$ cat src/rtl/slowtick_pkg.sv
package slowtick_pkg;
  localparam int unsigned WORD_W   = 32;
  localparam int unsigned PRES_W   = 16;
  localparam int unsigned OFF_MODE = 'h00;
  localparam int unsigned OFF_ALRM = 'h04;
  localparam int unsigned OFF_CNT  = 'h08;
  localparam int unsigned OFF_STS  = 'h0C;
  localparam int unsigned STS_ALM  = 0;
  localparam int unsigned STS_INC  = 1;
  localparam int unsigned EN_SHIFT = 16;
  localparam int unsigned RST_BIT  = 18;
  localparam logic [WORD_W-1:0] ALARM_IDLE = '1;

  typedef struct packed {
    logic inc;
    logic alm;
  } evt_t;
endpackage

$ cat src/rtl/slowtick_sync_edge.sv
module slowtick_sync_edge #(
  parameter int unsigned STAGES = 2
) (
  input  logic clk,
  input  logic rst_n,
  input  logic async_in,
  output logic rise_o
);
  logic [STAGES-1:0] sh_q;
  logic              prev_q;

  genvar g;
  generate
    for (g = 0; g < STAGES; g++) begin : g_stage
      if (g == 0) begin : g_first
        always_ff @(posedge clk or negedge rst_n)
          if (!rst_n) sh_q[0] <= 1'b0;
          else        sh_q[0] <= async_in;
      end else begin : g_next
        always_ff @(posedge clk or negedge rst_n)
          if (!rst_n) sh_q[g] <= 1'b0;
          else        sh_q[g] <= sh_q[g-1];
      end
    end
  endgenerate

  always_ff @(posedge clk or negedge rst_n)
    if (!rst_n) prev_q <= 1'b0;
    else        prev_q <= sh_q[STAGES-1];

  assign rise_o = sh_q[STAGES-1] & ~prev_q;

  assert_rise_single_R4: assert property (@(posedge clk) disable iff (!rst_n)
    rise_o |=> !rise_o);
endmodule

$ cat src/rtl/slowtick_counter.sv
module slowtick_counter
  import slowtick_pkg::*;
#(
  parameter int unsigned CNT_W = WORD_W,
  parameter int unsigned DIV_W = PRES_W
) (
  input  logic             clk,
  input  logic             rst_n,
  input  logic             tick_i,
  input  logic             restart_i,
  input  logic [DIV_W-1:0] load_pres_i,
  input  logic [CNT_W-1:0] alarm_i,
  output logic [CNT_W-1:0] count_o,
  output evt_t             evt_o
);
  logic [DIV_W-1:0] pres_q;
  logic [DIV_W-1:0] div_q;
  logic [CNT_W-1:0] cnt_q;
  logic [CNT_W-1:0] cnt_nx;
  logic             wrap;

  // prescaler 0 wraps at 2^DIV_W-1, giving a 2^DIV_W period
  assign wrap   = tick_i && !restart_i && (div_q == pres_q - DIV_W'(1));
  assign cnt_nx = cnt_q + CNT_W'(1);

  always_ff @(posedge clk or negedge rst_n) begin
    if (!rst_n) begin
      pres_q <= '0;
      div_q  <= '0;
      cnt_q  <= '0;
    end else if (restart_i) begin
      pres_q <= load_pres_i;
      div_q  <= '0;
      cnt_q  <= '0;
    end else if (tick_i) begin
      if (wrap) begin
        div_q <= '0;
        cnt_q <= cnt_nx;
      end else begin
        div_q <= div_q + DIV_W'(1);
      end
    end
  end

  assign count_o   = cnt_q;
  assign evt_o.inc = wrap;
  assign evt_o.alm = wrap && (cnt_nx == alarm_i);

  assert_restart_zero_R3: assert property (@(posedge clk) disable iff (!rst_n)
    restart_i |=> (count_o == '0) && (div_q == '0));
  assert_step_one_R4: assert property (@(posedge clk) disable iff (!rst_n)
    !restart_i |=> (count_o == $past(count_o)) || (count_o == $past(count_o) + CNT_W'(1)));
  assert_adv_counts_R6: assert property (@(posedge clk) disable iff (!rst_n)
    evt_o.inc |=> count_o == $past(count_o) + CNT_W'(1));
  assert_alarm_match_R7: assert property (@(posedge clk) disable iff (!rst_n)
    evt_o.alm |=> count_o == $past(alarm_i));
endmodule

$ cat src/rtl/slowtick_status.sv
module slowtick_status
  import slowtick_pkg::*;
(
  input  logic       clk,
  input  logic       rst_n,
  input  evt_t       evt_i,
  input  logic       clr_i,
  input  logic [1:0] en_i,
  output logic [1:0] sts_o,
  output logic       irq_o
);
  logic [1:0] sts_q;
  logic [1:0] set_v;

  always_comb begin
    set_v          = '0;
    set_v[STS_ALM] = evt_i.alm;
    set_v[STS_INC] = evt_i.inc;
  end

  genvar b;
  generate
    for (b = 0; b < 2; b++) begin : g_bit
      always_ff @(posedge clk or negedge rst_n)
        if (!rst_n)          sts_q[b] <= 1'b0;
        else if (set_v[b])   sts_q[b] <= 1'b1;
        else if (clr_i)      sts_q[b] <= 1'b0;
    end
  endgenerate

  assign sts_o = sts_q;
  assign irq_o = |(sts_q & en_i);

  assert_inc_sets_R6: assert property (@(posedge clk) disable iff (!rst_n)
    evt_i.inc |=> sts_o[STS_INC]);
  assert_alm_sets_R7: assert property (@(posedge clk) disable iff (!rst_n)
    evt_i.alm |=> sts_o[STS_ALM]);
  assert_read_clears_R8: assert property (@(posedge clk) disable iff (!rst_n)
    (clr_i && !evt_i.inc && !evt_i.alm) |=> sts_o == 2'b00);
endmodule

$ cat src/rtl/slowtick_regbank.sv
module slowtick_regbank
  import slowtick_pkg::*;
#(
  parameter int unsigned ADDR_W = 8
) (
  input  logic              clk,
  input  logic              rst_n,
  input  logic [ADDR_W-1:0] addr_i,
  input  logic              wr_en_i,
  input  logic [WORD_W-1:0] wr_data_i,
  input  logic              rd_en_i,
  output logic [WORD_W-1:0] rd_data_o,
  input  logic [WORD_W-1:0] count_i,
  input  logic [1:0]        sts_i,
  output logic [PRES_W-1:0] load_pres_o,
  output logic              restart_o,
  output logic [1:0]        en_o,
  output logic [WORD_W-1:0] alarm_o,
  output logic              sts_clr_o
);
  localparam logic [ADDR_W-1:0] A_MODE = ADDR_W'(OFF_MODE);
  localparam logic [ADDR_W-1:0] A_ALRM = ADDR_W'(OFF_ALRM);
  localparam logic [ADDR_W-1:0] A_CNT  = ADDR_W'(OFF_CNT);
  localparam logic [ADDR_W-1:0] A_STS  = ADDR_W'(OFF_STS);

  logic [PRES_W-1:0] pres_q;
  logic [1:0]        en_q;
  logic [WORD_W-1:0] alarm_q;
  logic [WORD_W-1:0] rd_q;
  logic [WORD_W-1:0] rd_mux;
  logic              wr_mode;

  assign wr_mode = wr_en_i && (addr_i == A_MODE);

  always_ff @(posedge clk or negedge rst_n) begin
    if (!rst_n) begin
      pres_q  <= '0;
      en_q    <= '0;
      alarm_q <= ALARM_IDLE;
    end else if (wr_en_i) begin
      if (addr_i == A_MODE) begin
        pres_q <= wr_data_i[PRES_W-1:0];
        en_q   <= wr_data_i[EN_SHIFT+1:EN_SHIFT];
      end
      if (addr_i == A_ALRM) alarm_q <= wr_data_i;
    end
  end

  always_comb begin
    rd_mux = '0;
    unique case (addr_i)
      A_MODE:  rd_mux = {{(WORD_W-EN_SHIFT-2){1'b0}}, en_q, pres_q};
      A_ALRM:  rd_mux = alarm_q;
      A_CNT:   rd_mux = count_i;
      A_STS:   rd_mux = {{(WORD_W-2){1'b0}}, sts_i};
      default: rd_mux = '0;
    endcase
  end

  always_ff @(posedge clk or negedge rst_n)
    if (!rst_n)       rd_q <= '0;
    else if (rd_en_i) rd_q <= rd_mux;

  assign rd_data_o   = rd_q;
  assign restart_o   = wr_mode && wr_data_i[RST_BIT];
  assign load_pres_o = wr_data_i[PRES_W-1:0];
  assign en_o        = en_q;
  assign alarm_o     = alarm_q;
  assign sts_clr_o   = rd_en_i && (addr_i == A_STS);

  assert_restart_reads_zero_R2: assert property (@(posedge clk) disable iff (!rst_n)
    (rd_en_i && addr_i == A_MODE) |=> !rd_data_o[RST_BIT]);
  assert_rd_hold_R10: assert property (@(posedge clk) disable iff (!rst_n)
    !rd_en_i |=> $stable(rd_data_o));
endmodule

$ cat src/rtl/slowtick_timer.sv
module slowtick_timer
  import slowtick_pkg::*;
#(
  parameter int unsigned ADDR_W      = 8,
  parameter int unsigned SYNC_STAGES = 2
) (
  input  logic              clk,
  input  logic              rst_n,
  input  logic [ADDR_W-1:0] bus_addr,
  input  logic              bus_wr_en,
  input  logic [WORD_W-1:0] bus_wr_data,
  input  logic              bus_rd_en,
  output logic [WORD_W-1:0] bus_rd_data,
  input  logic              slow_clk_in,
  output logic              irq_out
);
  logic              tick;
  logic              restart;
  logic [PRES_W-1:0] load_pres;
  logic [1:0]        en;
  logic [WORD_W-1:0] alarm;
  logic [WORD_W-1:0] count;
  logic [1:0]        sts;
  logic              sts_clr;
  evt_t              evt;

  slowtick_sync_edge #(.STAGES(SYNC_STAGES)) u_sync (
    .clk(clk), .rst_n(rst_n), .async_in(slow_clk_in), .rise_o(tick));

  slowtick_counter u_cnt (
    .clk(clk), .rst_n(rst_n), .tick_i(tick), .restart_i(restart),
    .load_pres_i(load_pres), .alarm_i(alarm), .count_o(count), .evt_o(evt));

  slowtick_status u_sts (
    .clk(clk), .rst_n(rst_n), .evt_i(evt), .clr_i(sts_clr), .en_i(en),
    .sts_o(sts), .irq_o(irq_out));

  slowtick_regbank #(.ADDR_W(ADDR_W)) u_regs (
    .clk(clk), .rst_n(rst_n), .addr_i(bus_addr), .wr_en_i(bus_wr_en),
    .wr_data_i(bus_wr_data), .rd_en_i(bus_rd_en), .rd_data_o(bus_rd_data),
    .count_i(count), .sts_i(sts), .load_pres_o(load_pres), .restart_o(restart),
    .en_o(en), .alarm_o(alarm), .sts_clr_o(sts_clr));

  assert_irq_needs_status_R9: assert property (@(posedge clk) disable iff (!rst_n)
    irq_out |-> (|sts));
  assert_irq_needs_enable_R9: assert property (@(posedge clk) disable iff (!rst_n)
    irq_out |-> (|en));
endmodule

$ cat config.mk
export PLATFORM = sky130hd
export DESIGN_NAME = slowtick_timer
export DESIGN_NICKNAME = d
export VERILOG_FILES = /design/src/rtl/slowtick_pkg.sv /design/src/rtl/slowtick_sync_edge.sv /design/src/rtl/slowtick_counter.sv /design/src/rtl/slowtick_status.sv /design/src/rtl/slowtick_regbank.sv /design/src/rtl/slowtick_timer.sv
export SDC_FILE = /design/constraint.sdc
export NUM_CORES = 1
export LEC_CHECK = 0
export BUFFER_PORTS_ARGS = -buffer_cell sky130_fd_sc_hd__buf_2
export CAP_MARGIN = 30
export CORE_ASPECT_RATIO = 0.6
export CORE_MARGIN = 2
export CORE_UTILIZATION = 60
export DETAILED_ROUTE_END_ITERATION = 6
export GPL_TIMING_DRIVEN = 0
export MAX_ROUTING_LAYER = met4
export PLACE_DENSITY_LB_ADDON = 0.3
export SYNTH_ARGS = -nofsm -noshare
export SYNTH_HDL_FRONTEND = slang
export SYNTH_SLANG_ARGS = --single-unit
$ cat constraint.sdc
create_clock -name clk -period 3.5 [get_ports clk]
set_input_delay 0.175 -clock clk [delete_from_list [all_inputs] [get_ports clk]]
set_output_delay 0.175 -clock clk [all_outputs]
set_load 0.01 [all_outputs]
==> impl_metrics.tcl, run 1 <==
set metrics [dict create \
    synthArstFlopShare 1.00 \
    antenna_found_initial 0 \
    initial_core_util 0.611 \
    wl_per_cell_um 19.6 \
    cts.sinks 151 \
    outcome "finished, final reports clean" \
    grt_max_degree 98 \
    drc 0 \
    synth_ff_type "dfrtp_1" \
    grt_pass1_vias 6504 \
    multi_input_area_sq_um 4250 \
    dieArea_sq_um 14800 \
    r2r_start "u_cnt.pres_q[0]" \
    maxCapViolations 0 \
    path_class "flop to flop" \
    setup_viol 0 \
    cp.required_ns 3.77 \
    globalRouteTotalUtil 0.320 \
    io_pins 78 \
    arrival_ns 3.57 \
    clock_latency_ns 0.42 \
    clockBufferDepth 2 \
    maxSlewViolCount 0 \
    via_per_inst 6.27 \
    period_share 0.944 \
    hold_path_depth 3 \
    hold_class "primary input to flop" \
    cts-buffers-inserted 17 \
    routed_wl_um 22400 \
    grt_pass1_wl_um 35400 \
    cp_slowest_cell "dfrtp_1" \
    regArea_sq_um 3820 \
    tightest_slew_ns 0.854 \
    nFillCells 1002 \
    coreArea_sq_um 13600 \
    finalHoldViolCount 0 \
    cts_tree "done" \
    vias 7160 \
    cp-end-kind "flop" \
    synthDistinctLibCells 58 \
    gp_congestion 0.959 \
    ant_nets 0 \
    final_cell_area_sq_um 9720 \
    ys_warn_count 0 \
    clkTransAtPathRegs_ns 0.07 \
    antenna_cells 0 \
    h-tree-depth 4 \
    max_stage_delay_ns 0.47 \
    holdPathEnd "u_cnt.pres_q[8]" \
    seq_area_frac_synth 0.460 \
    post-route-min-period_ns 3.30 \
    fin_skew_ns 0.00999 \
    synth_area_sq_um 8300 \
    grt_setup_unrepaired "true" \
    syn_to_final_growth_pct 17.1 \
    synthesis.nets 886 \
    syn_area_per_cell_sq_um 9.91 \
    crit_path_cell_trace "inv_1 > ha_2 > or4b_1 > or3_1 > a22oi_1 > nand4_1 > nor3b_2 > nand2_2 > buf_2 > o21ai_0 > a21oi_1" \
    cp_top_family "simple AND/OR/NAND/NOR gates" \
    port_buffers 77 \
    r2r_end "u_cnt.count_o[11]" \
    die_x_um 156 \
    dr.pass1.iters 7 \
    max_clock_freq_mhz 303 \
    critPathMaxFanout 11 \
    slew_headroom 0.431 \
    r2r_cells 11 \
    drive_gt1_frac 0.231 \
    final_util 0.716 \
    holdCritStartpoint "bus_wr_data[8]" \
    grt-ovfl-total 0 \
    pwr_density_cell_nw_per_um2 439 \
    syn_inst 838 \
    dp_hpwl_um 16000 \
    die_h_um 95.1 \
    startpoint_type "flop" \
    p_leak_nw 4.29 \
    reg2reg_slack_ns 0.20 \
    rows 33 \
    postPlaceCellArea_sq_um 8950 \
    drt_iter0_drc 723 \
    worst-path-buf-inv 2 \
    ys_ff_latch 151 \
    synth_edf_count 0 \
    ir_drop_mv 0.383 \
    root_buffer "clkbuf_16" \
    finalNetCount 1002 \
]
cell usage in the layout (no fill, tap or decap), types with 5 or more instances in the layout:
master         synthesis  layout
inv_1                 13      13
nand2_1              102     101
buf_2                 10      87
nand4_1               26      26
a22o_1                19      19
xnor2_1               39      39
nor2_1                54      54
nand3_1               31      31
dfrtp_1              119     119
xor2_1                48      48
nor4_1                 7       7
nand2b_1               6       6
a21oi_1               21      21
a22oi_1               16      16
o21ai_0               45      45
or3_1                 20      20
and3_1                 6       6
dfstp_2               32      32
clkbuf_1              36      36
clkbuf_16              0      17
a31oi_1                7       7
nor3_1                15      15
o2bb2ai_1             14      14
dlygate4sd3_1          0      15
buf_1                  5       5
mux2_2                52      52
mux2i_1               23      23
cell usage after synthesis (5+ instances only):
library cell / count / share of area
dfrtp_1: 119 / 0.36
nand2_1: 102 / 0.046
nor2_1: 54 / 0.024
mux2_2: 52 / 0.071
xor2_1: 48 / 0.051
o21ai_0: 45 / 0.027
xnor2_1: 39 / 0.041
clkbuf_1: 36 / 0.016
dfstp_2: 32 / 0.10
nand3_1: 31 / 0.019
nand4_1: 26 / 0.020
mux2i_1: 23 / 0.028
a21oi_1: 21 / 0.013
or3_1: 20 / 0.015
a22o_1: 19 / 0.020
a22oi_1: 16 / 0.014
nor3_1: 15 / 0.0090
o2bb2ai_1: 14 / 0.015
inv_1: 13 / 0.0059
buf_2: 10 / 0.0060
a31oi_1: 7 / 0.0053
nor4_1: 7 / 0.0053
and3_1: 6 / 0.0045
nand2b_1: 6 / 0.0045
buf_1: 5 / 0.0023
per-stage QoR:
step                hold slack (ns)  TNS [ns]  worst slack, ns  power [mW]  instances
floorplan                    -0.121         0            0.694        2.27        838
global placement              0.284   -0.0310          -0.0310        2.42       1090
detailed placement            0.161    -0.206           -0.113        2.45       1093
CTS                        0.000139         0           0.0381        4.26       1139
global route               0.000331  -0.00582         -0.00582        4.41       1142
finish                      0.00252         0            0.196        4.27       1142
power by group:
part	switching [mW]	internal (mW)	leakage [nW]
Combinational	0.267	0.213	2.10
Sequential	0.116	1.85	1.92
Clock	0.803	1.02	0.275
cell type report:
class | count | area share
buffer | 50 | 0.0208
multi-input combinational | 622 | 0.437
clock buffer | 19 | 0.0456
tap | 175 | 0.0225
inverter | 14 | 0.00541
sequential | 151 | 0.393
clock inverter | 13 | 0.0140
timing repair buffer | 98 | 0.0619
cell families after synthesis:
group                      after synthesis  share of synthesized area
AOI/OAI and AO/OA                      147                      0.120
buffers and inverters                   65                     0.0309
DFF                                    151                      0.460
muxes                                   77                      0.104
adders and majority gates                3                    0.00452
xor gates and xnor gates                87                     0.0918
and+or+nand+nor                        308                      0.190
flip-flops by register name (all words and copies together) (netlist names):
register / count
u_sync.sh_q: 2
u_sync.prev_q: 1
u_sts.sts_o: 2
u_regs.en_o: 2
u_regs.pres_q: 16
u_cnt.count_o: 32
u_regs.alarm_o: 32
u_cnt.div_q: 16
u_regs.rd_data_o: 32
u_cnt.pres_q: 16
worst register-to-register path: cells and delay by family (launching register included):
family,cells,cell delay (ns)
compound gates,3,0.53
simple gates,5,1.47
buf+inv,2,0.41
flops,1,0.47
fa+ha+maj,1,0.27
repair_timing:
action / in CTS / in global routing
hold endpoints to repair: 57 / 0
hold buffers: 15 / 0
pin swaps: 0 / 3
buffers inserted: 0 / 3
endpoints found under the setup margin: 8 / 46
resized for setup: 2 / 4
worst max-delay path by stage:
stage | cells after the start | end | startpoint
2_1_floorplan | 10 | u_cnt.count_o[28] | u_cnt.pres_q[0]
3_3_place_gp | 10 | u_sts.sts_o[0] | u_cnt.count_o[9]
3_5_place_dp | 10 | u_sts.sts_o[0] | u_cnt.count_o[9]
4_1_cts | 12 | u_cnt.div_q[7] | u_cnt.pres_q[0]
5_1_grt | 11 | u_cnt.count_o[11] | u_cnt.pres_q[0]
6_report | 11 | u_cnt.count_o[11] | u_cnt.pres_q[0]
routing by layer:
| metal | share of wire | global-route usage | vias to the layer above |
|---|---|---|---|
| met5 | 0 | - | - |
| met4 | 0.013 | 0.0894 | 0 |
| met3 | 0.091 | 0.0668 | 30 |
| met2 | 0.42 | 0.443 | 345 |
| met1 | 0.48 | 0.476 | 3544 |
| li1 | - | - | 3241 |
(Power assumes the default switching activity.)
==> run 2, diff against run 1 <==
--- a/config.mk
+++ b/config.mk
@@ -12,8 +12,8 @@
 export CORE_UTILIZATION = 60
 export DETAILED_ROUTE_END_ITERATION = 6
 export GPL_TIMING_DRIVEN = 0
-export MAX_ROUTING_LAYER = met4
-export PLACE_DENSITY_LB_ADDON = 0.3
+export PLACE_DENSITY = 0.86
+export RECOVER_POWER = 25
 export SYNTH_ARGS = -nofsm -noshare
 export SYNTH_HDL_FRONTEND = slang
 export SYNTH_SLANG_ARGS = --single-unit
==> run 2 against run 1 <==
The run now ends with max-capacitance violations, max-slew violations left. Sequential cell count unchanged. Cell count is 0.26% higher. Critical path depth down 1. Power is 2.3% lower. Combinational power rose by 2%. Sequential share of layout area grew 0.13 points. Non-clock buffer count is 3 higher. Critical endpoint is now u_sts.sts_o[0].
==> impl_metrics.tcl, run 2 (synthesis results as in run 1) <==
set metrics [dict create \
    finalHoldViolCount 0 \
    startpoint_type "flop" \
    die_h_um 95.1 \
    grt_max_degree 85 \
    coreArea_sq_um 13600 \
    antenna_found_initial 0 \
    clkTransAtPathRegs_ns 0.07 \
    cts.sinks 151 \
    final_cell_mix "dfrtp_1 (118), nand2_1 (102), buf_2 (74)" \
    routed_wl_um 22800 \
    multi_input_area_sq_um 4250 \
    comb_power_share 0.117 \
    slew_headroom -0.156 \
    switching_share 0.285 \
    period_share 0.957 \
    final_common_cell "dfrtp_1" \
    postPlaceCellArea_sq_um 8950 \
    io_pins 78 \
    dr.pass1.iters 6 \
    globalRouteTotalUtil 0.319 \
    via_per_inst 6.31 \
    dieArea_sq_um 14800 \
    grt_setup_unrepaired "false" \
    p_int_mw 2.98 \
    violations "max-capacitance violations, max-slew violations" \
    finalNetCount 1005 \
    hold_class "primary input to flop" \
    path_class "flop to flop" \
    nFillCells 984 \
    crit_path_cell_trace "clkbuf_1 > nand3_1 > nor4_1 > buf_1 > nand3_1 > nor2_1 > xnor2_1 > nor4_1 > nand4b_1 > o31ai_1" \
    setup_viol 0 \
    ant_nets 0 \
    clock_power_share 0.412 \
    p_switching_mw 1.19 \
    outcome "complete, but fails checks" \
    grt_pass1_wl_um 36000 \
    drive_gt1_frac 0.218 \
    tightest_slew_ns 1.73 \
    p_leak_nw 4.21 \
    grt_pass1_vias 6752 \
    h-tree-depth 4 \
    drc 0 \
    critPathMaxFanout 7 \
    port_buffers 77 \
    maxSlewViolCount 68 \
    post-route-min-period_ns 3.35 \
    arrival_ns 3.68 \
    clockBufferDepth 2 \
    gp_congestion 0.959 \
    ir_drop_mv 0.266 \
    vias 7227 \
    antenna_cells 0 \
    max_stage_delay_ns 0.85 \
    rows 33 \
    drt_iter0_drc 911 \
    maxCapViolations 1 \
    initial_core_util 0.611 \
    fin_skew_ns 0.00938 \
    final_cell_area_sq_um 9690 \
    die_x_um 156 \
    cts-buffers-inserted 17 \
    regArea_sq_um 3820 \
    sequentialPowerShare 0.471 \
    pwr_density_cell_nw_per_um2 430 \
    max_clock_freq_mhz 299 \
    finalPower_mw 4.17 \
    cp_slowest_cell "nor4_1" \
    cp-end-kind "flop" \
    dp_hpwl_um 16000 \
    cp.required_ns 3.83 \
    grt-ovfl-total 0 \
    cts_tree "done" \
    clock_latency_ns 0.43 \
    syn_to_final_growth_pct 16.7 \
    root_buffer "clkbuf_16" \
    wl_per_cell_um 19.9 \
]
run 2: changes by cell type in the layout (fill, tap and decap cells not counted), sizes merged:
cell | before | now
buf | 97 | 85
clkbuf | 55 | 67
bufinv | 1 | 0
dlygate4sd3 | 15 | 17
clkinvlp | 3 | 6
inv | 19 | 18
run 2: what timing repair did:
| action | in CTS | in global routing |
|---|---|---|
| endpoints found under the setup margin | 23 | 31 |
| gates cloned | 0 | 0 |
| setup buffers | 0 | 4 |
| endpoints found under the hold margin | 69 | 0 |
| resized for setup | 4 | 4 |
| pin swaps | 0 | 3 |
| hold buffers | 17 | 0 |
run 2: power by group through the flow:
stage	Combinational [mW]	Clock, mW	Sequential [mW]
floorplan	0.313	0	1.96
global placement	0.439	0	1.98
detailed placement	0.460	0	1.99
CTS	0.483	1.72	1.96
global route	0.542	1.80	1.97
finish	0.490	1.72	1.96
run 2: final timing paths:
path / start / end / slack (ns) / cells past startpoint
min: bus_wr_data[8] / u_cnt.pres_q[8] / 0.002 / 3
max in group asynchronous: rst_n / u_regs.alarm_o[16] / 1.59 / 3
max: u_cnt.count_o[9] / u_sts.sts_o[0] / 0.15 / 10
min in group asynchronous: rst_n / u_cnt.div_q[9] / 0.73 / 2
min reg2reg: u_sync.sh_q[0] / u_sync.sh_q[1] / 0.35 / 0
max reg2reg: u_cnt.count_o[9] / u_sts.sts_o[0] / 0.15 / 10
run 2: layout make-up:
cell class | count | area share
multi-input combinational | 622 | 0.438
sequential | 151 | 0.394
timing repair buffer | 101 | 0.0625
clock buffer | 18 | 0.0443
tap | 175 | 0.0226
buffer | 50 | 0.0207
clock inverter | 14 | 0.0120
inverter | 14 | 0.00542
run 2: critical path, delay by kind of cell, from the launching register on:
| family | cells | cell delay (ns) |
|---|---|---|
| DFF | 1 | 0.32 |
| xor gates and xnor gates | 1 | 0.11 |
| buffers and inverters | 2 | 0.64 |
| AOI/OAI and AO/OA | 1 | 0.25 |
| and+or+nand+nor | 6 | 1.93 |
run 2: through the flow:
stage / setup slack [ns] / TNS, ns / utilization / instances / hold slack [ns]
after detailed placement: -0.107 / -0.276 / 0.659 / 1093 / 0.212
final: 0.151 / 0 / 0.714 / 1145 / 0.00212
after floorplan: 0.694 / 0 / - / 838 / -0.121
after CTS: 0.00577 / 0 / 0.713 / 1142 / 0.00425
after global placement: -0.180 / -0.180 / 0.656 / 1090 / 0.289
after global routing: 0.00112 / 0 / 0.714 / 1145 / 0.0142
run 2: metal layers:
layer	vias to the layer above	global-route usage	share of wire
met4	0	0.0963	0.020
li1	3236	-	-
met1	3547	0.478	0.46
met2	395	0.459	0.42
met5	-	0	0
met3	49	0.0795	0.10
